[src/rtl/ets_pkg.sv]
package ets_pkg;
  localparam int TS_W   = 64;
  localparam int KIND_W = 8;
  localparam int SLOT_W = 3;

  typedef enum logic [SLOT_W-1:0] {
    SLOT_CFG    = 3'd0,
    SLOT_STAT   = 3'd1,
    SLOT_TOD_LO = 3'd2,
    SLOT_TOD_HI = 3'd3,
    SLOT_GCT_LO = 3'd4,
    SLOT_GCT_HI = 3'd5,
    SLOT_KIND   = 3'd6,
    SLOT_CMD    = 3'd7
  } slot_e;

  localparam int CFG_RISE    = 0;
  localparam int CFG_SEL_LSB = 4;
  localparam int CFG_GCT_EN  = 16;
  localparam int CFG_TOD_EN  = 17;
  localparam int CFG_IRQ_EN  = 31;

  localparam logic [31:0] CMD_POP   = 32'h1;
  localparam logic [31:0] CMD_FLUSH = 32'h7;

  typedef struct packed {
    logic [TS_W-1:0]   tod;
    logic [TS_W-1:0]   gct;
    logic [KIND_W-1:0] kind;
  } cap_t;
endpackage

[src/rtl/ets_edge_sync.sv]
module ets_edge_sync #(
  parameter int NEV   = 64,
  parameter int SEL_W = 6
) (
  input  logic             clk,
  input  logic             rst,
  input  logic [NEV-1:0]   ev_in,
  input  logic [SEL_W-1:0] sel,
  output logic             rise
);
  logic picked;
  logic sync_a, sync_b, prev;

  assign picked = ev_in[sel];

  always_ff @(posedge clk) begin
    if (rst) begin
      sync_a <= 1'b0;
      sync_b <= 1'b0;
      prev   <= 1'b0;
    end else begin
      sync_a <= picked;
      sync_b <= sync_a;
      prev   <= sync_b;
    end
  end

  assign rise = sync_b & ~prev;
endmodule

[src/rtl/ets_fifo.sv]
module ets_fifo #(
  parameter int W     = 8,
  parameter int DEPTH = 4,
  localparam int PTR_W = (DEPTH > 1) ? $clog2(DEPTH) : 1,
  localparam int CNT_W = $clog2(DEPTH + 1)
) (
  input  logic             clk,
  input  logic             rst,
  input  logic             push,
  input  logic             pop,
  input  logic             flush,
  input  logic [W-1:0]     din,
  output logic [W-1:0]     dout,
  output logic [CNT_W-1:0] count,
  output logic             full,
  output logic             empty,
  output logic             ovf
);
  logic [W-1:0]     mem [DEPTH];
  logic [PTR_W-1:0] wp, rp;
  logic             push_ok, pop_ok;

  assign full    = (count == CNT_W'(DEPTH));
  assign empty   = (count == '0);
  assign push_ok = push & ~full & ~flush;
  assign pop_ok  = pop & ~empty & ~flush;

  function automatic logic [PTR_W-1:0] nxt(input logic [PTR_W-1:0] p);
    return (p == PTR_W'(DEPTH - 1)) ? '0 : p + 1'b1;
  endfunction

  always_ff @(posedge clk) begin
    if (push_ok) mem[wp] <= din;
  end

  always_ff @(posedge clk) begin
    if (rst) begin
      wp    <= '0;
      rp    <= '0;
      count <= '0;
      ovf   <= 1'b0;
    end else if (flush) begin
      wp    <= '0;
      rp    <= '0;
      count <= '0;
      ovf   <= 1'b0;
    end else begin
      if (push_ok) wp <= nxt(wp);
      if (pop_ok)  rp <= nxt(rp);
      case ({push_ok, pop_ok})
        2'b10:   count <= count + 1'b1;
        2'b01:   count <= count - 1'b1;
        default: count <= count;
      endcase
      if (push & full) ovf <= 1'b1;
    end
  end

  assign dout = mem[rp];
endmodule

[src/rtl/ets_slice.sv]
module ets_slice
  import ets_pkg::*;
#(
  parameter int NEV   = 64,
  parameter int SEL_W = 6,
  parameter int DEPTH = 4,
  localparam int CNT_W = $clog2(DEPTH + 1)
) (
  input  logic             clk,
  input  logic             rst,
  input  logic [NEV-1:0]   ev_in,
  input  logic [TS_W-1:0]  tod_in,
  input  logic [TS_W-1:0]  gct_in,
  input  logic             cfg_we,
  input  logic             cmd_we,
  input  logic [31:0]      wdata,
  output logic [31:0]      cfg_o,
  output logic [31:0]      stat_o,
  output cap_t             head_o,
  output logic             irq_o,
  output logic             push_o,
  output logic             flush_o,
  output logic             nempty_o,
  output logic             full_o,
  output logic             ovf_o,
  output logic [CNT_W-1:0] cnt_o
);
  localparam logic [31:0] SEL_MASK = ((32'h1 << SEL_W) - 32'h1) << CFG_SEL_LSB;
  localparam logic [31:0] CFG_MASK = (32'h1 << CFG_RISE) | SEL_MASK |
                                     (32'h1 << CFG_GCT_EN) | (32'h1 << CFG_TOD_EN) |
                                     (32'h1 << CFG_IRQ_EN);

  logic [31:0]      cfg;
  logic [SEL_W-1:0] sel;
  logic             rise, empty, pop;
  cap_t             entry;

  always_ff @(posedge clk) begin
    if (rst)         cfg <= '0;
    else if (cfg_we) cfg <= wdata & CFG_MASK;
  end

  assign sel = cfg[CFG_SEL_LSB +: SEL_W];

  ets_edge_sync #(.NEV(NEV), .SEL_W(SEL_W)) u_sync (
    .clk(clk), .rst(rst), .ev_in(ev_in), .sel(sel), .rise(rise)
  );

  assign push_o  = rise & cfg[CFG_RISE] & (cfg[CFG_GCT_EN] | cfg[CFG_TOD_EN]);
  assign flush_o = cmd_we & (wdata == CMD_FLUSH);
  assign pop     = cmd_we & (wdata == CMD_POP);

  always_comb begin
    entry.tod  = cfg[CFG_TOD_EN] ? tod_in : '0;
    entry.gct  = cfg[CFG_GCT_EN] ? gct_in : '0;
    entry.kind = '0;
    entry.kind[0] = cfg[CFG_TOD_EN];
    entry.kind[1] = cfg[CFG_GCT_EN];
    entry.kind[KIND_W-1:2] = (KIND_W-2)'(sel);
  end

  ets_fifo #(.W($bits(cap_t)), .DEPTH(DEPTH)) u_fifo (
    .clk(clk), .rst(rst), .push(push_o), .pop(pop), .flush(flush_o),
    .din(entry), .dout(head_o), .count(cnt_o), .full(full_o),
    .empty(empty), .ovf(ovf_o)
  );

  assign nempty_o = ~empty;

  always_ff @(posedge clk) begin
    if (rst) irq_o <= 1'b0;
    else     irq_o <= cfg[CFG_IRQ_EN] & ~empty;
  end

  assign cfg_o  = cfg;
  assign stat_o = {26'd0, full_o, ovf_o, 3'(cnt_o), ~empty};
endmodule

[src/rtl/ets_unit.sv]
module ets_unit
  import ets_pkg::*;
#(
  parameter int NSLICE = 4,
  parameter int NEV    = 64,
  parameter int DEPTH  = 4,
  localparam int SEL_W    = $clog2(NEV),
  localparam int SLICE_AW = $clog2(NSLICE),
  localparam int ADDR_W   = SLICE_AW + SLOT_W,
  localparam int CNT_W    = $clog2(DEPTH + 1)
) (
  input  logic              clk,
  input  logic              rst,
  input  logic [NEV-1:0]    ev_in,
  input  logic [63:0]       tod_in,
  input  logic [63:0]       gct_in,
  input  logic              reg_wr,
  input  logic [ADDR_W-1:0] reg_addr,
  input  logic [31:0]       reg_wdata,
  output logic [31:0]       reg_rdata,
  output logic [NSLICE-1:0] irq
);
  logic [SLICE_AW-1:0] a_slice;
  slot_e               a_slot;

  logic [31:0] cfg_a  [NSLICE];
  logic [31:0] stat_a [NSLICE];
  cap_t        head_a [NSLICE];

  logic [NSLICE-1:0]            ie_v, ne_v, full_v, ovf_v, flush_v, push_v;
  logic [NSLICE-1:0][CNT_W-1:0] cnt_v;

  assign a_slice = reg_addr[ADDR_W-1:SLOT_W];
  assign a_slot  = slot_e'(reg_addr[SLOT_W-1:0]);

  for (genvar s = 0; s < NSLICE; s++) begin : g_slice
    logic cfg_we, cmd_we;
    assign cfg_we = reg_wr && (a_slice == SLICE_AW'(s)) && (a_slot == SLOT_CFG);
    assign cmd_we = reg_wr && (a_slice == SLICE_AW'(s)) && (a_slot == SLOT_CMD);

    ets_slice #(.NEV(NEV), .SEL_W(SEL_W), .DEPTH(DEPTH)) u_slice (
      .clk(clk), .rst(rst), .ev_in(ev_in), .tod_in(tod_in), .gct_in(gct_in),
      .cfg_we(cfg_we), .cmd_we(cmd_we), .wdata(reg_wdata),
      .cfg_o(cfg_a[s]), .stat_o(stat_a[s]), .head_o(head_a[s]), .irq_o(irq[s]),
      .push_o(push_v[s]), .flush_o(flush_v[s]), .nempty_o(ne_v[s]),
      .full_o(full_v[s]), .ovf_o(ovf_v[s]), .cnt_o(cnt_v[s])
    );

    assign ie_v[s] = cfg_a[s][CFG_IRQ_EN];
  end

  always_ff @(posedge clk) begin
    if (rst) begin
      reg_rdata <= '0;
    end else begin
      case (a_slot)
        SLOT_CFG:    reg_rdata <= cfg_a[a_slice];
        SLOT_STAT:   reg_rdata <= stat_a[a_slice];
        SLOT_TOD_LO: reg_rdata <= head_a[a_slice].tod[31:0];
        SLOT_TOD_HI: reg_rdata <= head_a[a_slice].tod[63:32];
        SLOT_GCT_LO: reg_rdata <= head_a[a_slice].gct[31:0];
        SLOT_GCT_HI: reg_rdata <= head_a[a_slice].gct[63:32];
        SLOT_KIND:   reg_rdata <= {22'd0, head_a[a_slice].kind[7:2], 2'b00,
                                   head_a[a_slice].kind[1:0]};
        default:     reg_rdata <= '0;
      endcase
    end
  end
endmodule

[config.mk]
export PLATFORM = sky130hd
export DESIGN_NAME = ets_unit
export DESIGN_NICKNAME = d
export VERILOG_FILES = /design/src/rtl/ets_pkg.sv /design/src/rtl/ets_edge_sync.sv /design/src/rtl/ets_fifo.sv /design/src/rtl/ets_slice.sv /design/src/rtl/ets_unit.sv
export SDC_FILE = /design/constraint.sdc
export NUM_CORES = 2
export LEC_CHECK = 0
export BUFFER_PORTS_ARGS = -buffer_cell sky130_fd_sc_hd__buf_4
export CAP_MARGIN = 20
export CORE_AREA = 2 2 686 551
export DETAILED_ROUTE_END_ITERATION = 16
export DIE_AREA = 0 0 688 553
export GPL_ROUTABILITY_DRIVEN = 0
export GPL_TIMING_DRIVEN = 0
export PLACE_DENSITY_LB_ADDON = 0.05
export SLEW_MARGIN = 20
export SYNTH_ARGS = -nofsm -noshare
export SYNTH_HDL_FRONTEND = slang
export SYNTH_SLANG_ARGS = --single-unit
[constraint.sdc]
create_clock -name clk -period 7 [get_ports clk]
set_input_delay 0.35 -clock clk [delete_from_list [all_inputs] [get_ports clk]]
set_output_delay 0.35 -clock clk [all_outputs]
set_load 0.05 [all_outputs]
# [Word level (Yosys, flattened, before mapping)]
# Memories as Yosys holds them, arrays and structs flattened. A register that Yosys moved wholly into a read port is not among the register bits.
# Cells that the tools add are included.
[classes] addsub=16 n_mux=54 reduce_logical=26 bitwise=65 eq_ne=32 order_cmp=5
[ops] op="$mux 64" n=8
[ops] op="$bmux 136 s2" n=1
[ops] op="$mux 136" n=2
[ops] op="$pmux 32 s7" n=1
[ops] op="$bmux 32 s2" n=2
[ops] op="$mux 32" n=4
[ops] op="$and 1x1->1" n=44
[ops] op="$eq 32x1->1 const B" n=1
[ops] op="$eq 32x3->1 const B" n=1
[ops] op="$mux 2" n=16
[ops] op="$eq 2x2->1 const B" n=14
[ops] op="$lt 6x7->1 const B" n=4
[ops] op="$bmux 1 s6" n=4
[ops] op="$eq 3x3->1 const B" n=8
[ops] op="$pmux 3 s2" n=4
[ops] op="$add 2x1->2 const B" n=8
[ops] op="$not 1->1" n=16
[ops] op="$logic_not 3->1" n=5
[ops] op="$add 3x1->3 const B" n=4
[ops] op="$logic_and 1x1->1" n=12
[ops] op="$mux 1" n=12
[ops] op="$sub 3x1->3 const B" n=4
[ops] op="$eq 2x1->1 const B" n=5
[ops] op="$reduce_bool 2->1" n=4
[ops] op="other kinds (7)" n=14
[word_totals] n_memories=4 reg_bits=120 ramBits=2176 wordCells=239 out_inout_bits=36
[memory_table] name="g_slice[0].u_slice.u_fifo.mem" words=4 word_bits=136 rd=1 rd_clocked_by_memory_dff=1 wr=1 line="ets_fifo.sv:19" source="logic [W-1:0] mem [DEPTH];"
[memory_table] name="g_slice[1].u_slice.u_fifo.mem" words=4 word_bits=136 rd=1 rd_clocked_by_memory_dff=1 wr=1 line="ets_fifo.sv:19"
[memory_table] name="g_slice[2].u_slice.u_fifo.mem" words=4 word_bits=136 rd=1 rd_clocked_by_memory_dff=1 wr=1 line="ets_fifo.sv:19"
[memory_table] name="g_slice[3].u_slice.u_fifo.mem" words=4 word_bits=136 rd=1 rd_clocked_by_memory_dff=1 wr=1 line="ets_fifo.sv:19"

# [Depth between registers and ports, before layout]
[depth] word_depth=8 ltp_mapped=13 depth_no_buf=12

# [Hierarchy]
# A second synthesis with hierarchy kept.
[unflattened] cells_unflattened=5037 hier_area_um2=97848.8
[by_module_without_submodules] mod="ets_fifo (g_slice[0].u_slice.u_fifo ...)" cells_per_inst=772 instances=2 area_per_inst_um2=20131.8 seq_area_each_um2=16535.9
[by_module_without_submodules] mod="ets_fifo (g_slice[2].u_slice.u_fifo ...)" cells_per_inst=772 instances=2 area_per_inst_um2=20128.1 seq_area_each_um2=16535.9
[by_module_without_submodules] mod="ets_slice" cells_per_inst=254 instances=4 area_per_inst_um2=1833.0 seq_area_each_um2=220.2
[by_module_without_submodules] mod="ets_unit" cells_per_inst=701 instances=1 area_per_inst_um2=7169.4 seq_area_each_um2=640.6
[by_module_without_submodules] mod="ets_edge_sync" cells_per_inst=58 instances=4 area_per_inst_um2=706.9 seq_area_each_um2=60.1

# [Least setup slack after synthesis]
# OpenSTA, ideal clock, no wires.
[synth_timing] path_kind="input -> register" start="input port reg_addr[4]" end="memory g_slice[3].u_slice.u_fifo.mem[0][0] (netlist name), enable pin" required_time_ns=6.489 stages=6 setup_slack_ns=1.992 setup_time_ns=0.511 arrival_time_ns=4.496 path_cell_list="buf_2 > and2_1 > clkbuf_1 > clkbuf_1 > a21oi_1 > and2_1"
[synth_via] elab_chain_cells=8
[synth_lines] element="start, declared" line="ets_unit.sv:18" source="input logic [ADDR_W-1:0] reg_addr,"
[synth_lines] element="$eq 2x2->1" line="ets_unit.sv:39" source="assign cmd_we = reg_wr && (a_slice == SLICE_AW'(s)) && (a_slot == SLOT_CMD);"
[synth_lines] element="$logic_and 1x1->1 (2 in series)" line="ets_unit.sv:39"
[synth_lines] element="$and 1x1->1" line="ets_slice.sv:50" source="assign flush_o = cmd_we & (wdata == CMD_FLUSH);"
[synth_lines] element="$not 1->1" line="ets_fifo.sv:25" source="assign push_ok = push & ~full & ~flush;"
[synth_lines] element="$and 1x1->1" line="ets_fifo.sv:25"
[synth_lines] element="$mux 1" line="ets_fifo.sv:33" source="if (push_ok) mem[wp] <= din;"
[synth_lines] element="$mux 1 (implied by the code)" line="ets_fifo.sv:33"
[synth_lines] element="end, declared" line="ets_fifo.sv:19"
# No other way between the ends.

==> metrics.md <==
| Metric | Value |
|---|---|
| Synth-to-Final Area Change | 23.6% |
| Post-Syn Instances | between 4000 and 5000 |
| Fin crit share | between 60% and 70% |
| Post-CTS setup buffer count | 0 |
| Final instance area | 115000 µm² |
| Worst path cell trace | buf_2, buf_2, clkbuf_1, mux4_2, mux2i_1, o22ai_1, a21oi_1, a21oi_1 |
| Row cnt | roughly 200 |
| Synth area leaders | edfxtp_1 (70%), mux4_2 (16%), and2_1 (3.6%) |
| Area of the multi-input gates | around 24000 µm² |
| Hold Fails Final Rpt | 0 |
| DRT Wirelength | about 400000 µm |
| Final Setup Violations | 0 |
| Static Leak | 35.8 nW |
| Syn_area_per_cell | between 20 and 25 µm² |
| CP endpoint kind | flip-flop |
| Vias in the first global route | between 50000 and 60000 |
| Grt ovf | 0 |
| Boundary Pins | around 270 |
| Sequential element share of the synthesized area | between 70 and 80% |
| Setup WS post-layout | approximately 2.4 ns |
| Pre-CTS WS | ~1.6 ns |
| Most common cell after layout, fill and taps aside | edfxtp_1 |
| Detail Route Antenna Nets | 0 |
| Initial DRC Count | around 5900 |
| Final std cells w/o fill | 10600 |
| WP data required | roughly 7.7 ns |
| Chip width | roughly 690 µm |
| CP Class | reg2reg |
| Initial Util | between 20% and 30% |
| Post-DP HPWL | about 280000 µm |
| Max rail drop VDD | roughly 0.15 mV |
| Mapped cell area | around 93000 µm² |
| Pwr per Cell Area | 255 nW/µm² |
| NumNets Final | ~5700 |
| Vias post-DR | about 52000 |
| Chip height | roughly 550 µm |
| Routed WL per cell | approximately 38 µm |
| DRC | 0 |
| Initial antenna violation count | 100 |
| Async SR Flop Fraction | 0% |
| Peak Freq | around 220 MHz |
| Tightest Pin Transition | around 1.3 ns |
| Hold WC Path Type | in2reg |
| First-pass GRT wire length | ~530000 µm |
| Mapped Nets | 4867 |
| Startpoint Class | flip-flop |
| Post-synth top area cell | edfxtp_1 |
| Layout cells sized above 1 | roughly 30% |
| Setup Skew | 0.0558 ns |
| First-pass DRT Iterations | 5 |
| CP max stage cell | o22ai_1 |
| Status | finished, final reports clean |
| Seq cells post-synth | between 2000 and 2500 |
| Dpl cells | 10000 |
| Post_cts resized | 0 |
| Clk buf depth | 4 |
| Worst min-delay path startpoint | reg_wdata[2] |
| Filler cells | around 36000 |
| FF-to-FF End | reg_rdata[10] |
| Root buffer cell | clkbuf_16 |
| Yosys cell types | 69 |
| CTS tree | done |
| Max cap viols | 0 |
| CTS Buf Count | 270 |
| Slew HR | 14.6% |
| I/O Buffers | about 270 |
| Max Slew Vio Count | 0 |
| H-tree levels | 5 |
| Max stage delay on crit path | approximately 0.9 ns |
| Post-synth top area share | a little over two thirds |
| Flop2flop setup slack | between 2 and 2.5 ns |
| Post-synth EDFFs | about 2200 |
| RSZ-0062 raised after global routing | no |
| Sequential Area | ~68000 µm² |
| Critical path fanouts, max | 10 |
| DP Area | ~110000 µm² |
| Most frequent cells in the layout | edfxtp_1 (2176), mux4_2 (678), and2_1 (517) |
| Setup TNS Final | 0 ns |
| Total track usage | a little over a fifth |
| Top_reg_cell synth | edfxtp_1 |
| Final min period | approximately 4.6 ns |
| Vias per inst | a little under 5 |
| Largest net degree at the start of global routing | 32 |
| Core Box Area | roughly 370000 µm² |
| CTS sink count | roughly 2300 |
| Critical path data arrival time | 5.28 ns |
| Clock latency on the worst-skew pair | just over 0.9 ns |
| Ys Warns | 0 |
| # hold bufs at CTS | between 100 and 150 |
| Clock Pin Slew Worst Setup and Hold Paths | approximately 0.06 ns |
| Min-Delay Path Depth | 6 |
| Hold Path End | g_slice[3].u_slice.u_fifo.rp[1] |
| Total die area | between 300000 and 400000 µm² |
| Reg2reg path depth | 8 |
==> flip-flops by register name, indices dropped and copies added, names as in the netlist, named ones only <==
register / count
g_slice.u_slice.u_fifo.count: 12
reg_rdata: 32
g_slice.u_slice.u_sync.sync_a: 4
g_slice.u_slice.u_fifo.ovf: 4
g_slice.u_slice.u_fifo.rp: 8
g_slice.u_slice.u_sync.prev: 4
g_slice.u_slice.u_sync.sync_b: 4
g_slice.u_slice.cfg_o: 40
g_slice.u_slice.u_fifo.wp: 8
g_slice.u_slice.u_fifo.mem: 2176
g_slice.u_slice.irq_o: 4
==> routing by layer <==
layer  global-route usage [%]  vias to the layer above  part of all wire, %  routed length [µm]
li1                         -                    20700                    -                   -
met4                     3.91                        6                  1.8                7480
met1                     31.5                    28900                   48              193000
met2                     32.3                     1894                   45              182000
met5                        0                        -               0.0074                  30
met3                     2.83                      418                  5.5               22300
==> worst max-delay path: cells and delay by family (launching register included) <==
family,cells,cell delay [ns]
flip-flops,1,0.30
buffers and inverters,3,1.79
multiplexers,2,0.44
AO/OA/AOI/OAI,3,1.78
==> logic make-up (layout without fill, tap and decap cells) <==
kind of cell	after synthesis	count (layout)	synth area share, %
buf+inv	321	1354	1.45
fa+ha+maj	28	28	0.409
flops	2304	2304	72.9
xor+xnor	12	12	0.113
compound gates	310	310	2.18
other cells	0	28	0
mux	805	805	17.8
simple gates	827	827	5.15
==> how the worst max path moves through the flow <==
stage,to
4_1_cts,reg_rdata[10]
5_1_grt,reg_rdata[16]
2_1_floorplan,g_slice[3].u_slice.u_fifo.mem[0][0]
3_5_place_dp,reg_rdata[10]
6_report,reg_rdata[10]
3_3_place_gp,g_slice[3].u_slice.u_fifo.mem[0][99]
==> area by class of cell <==
class / instances / share of cell area (%)
clock buffer: 359 / 6.40
clock inverter: 116 / 0.884
multi-input combinational: 1982 / 20.8
antenna: 28 / 0.0609
timing repair buffer: 558 / 6.13
sequential: 2304 / 59.0
tap: 4973 / 5.41
inverter: 27 / 0.0881
buffer: 294 / 1.24
==> cells in the mapped netlist, drive strengths merged, types with 11 or more instances <==
cell / number
edfxtp: 2176
mux4: 678
and2: 533
clkbuf: 184
dfxtp: 128
mux2i: 124
buf: 110
a21oi: 97
nor2: 94
a22oi: 68
nand2: 54
nand3: 43
o22ai: 41
o21ai: 30
inv: 26
ha: 24
nor3: 20
nor4: 14
o2111ai: 13
nand2b: 12
a31oi: 11
nor2b: 11
==> per-stage QoR <==
stage,power [mW],util [%],hold slack [ns]
2_1_floorplan,15.3,-,0.414
3_3_place_gp,15.8,27.1,0.431
3_5_place_dp,15.8,28.2,0.435
4_1_cts,29.8,30.8,0.0162
5_1_grt,30.3,30.8,0.105
6_report,29.4,30.8,0.0976
==> power breakdown <==
| group | switching (mW) | internal [mW] | total [mW] |
|---|---|---|---|
| Clock | 5.89 | 7.92 | 13.8 |
| Sequential | 0.00748 | 14.9 | 14.9 |
| Combinational | 0.456 | 0.266 | 0.722 |
Note: power is estimated with default switching activity, not from simulation.
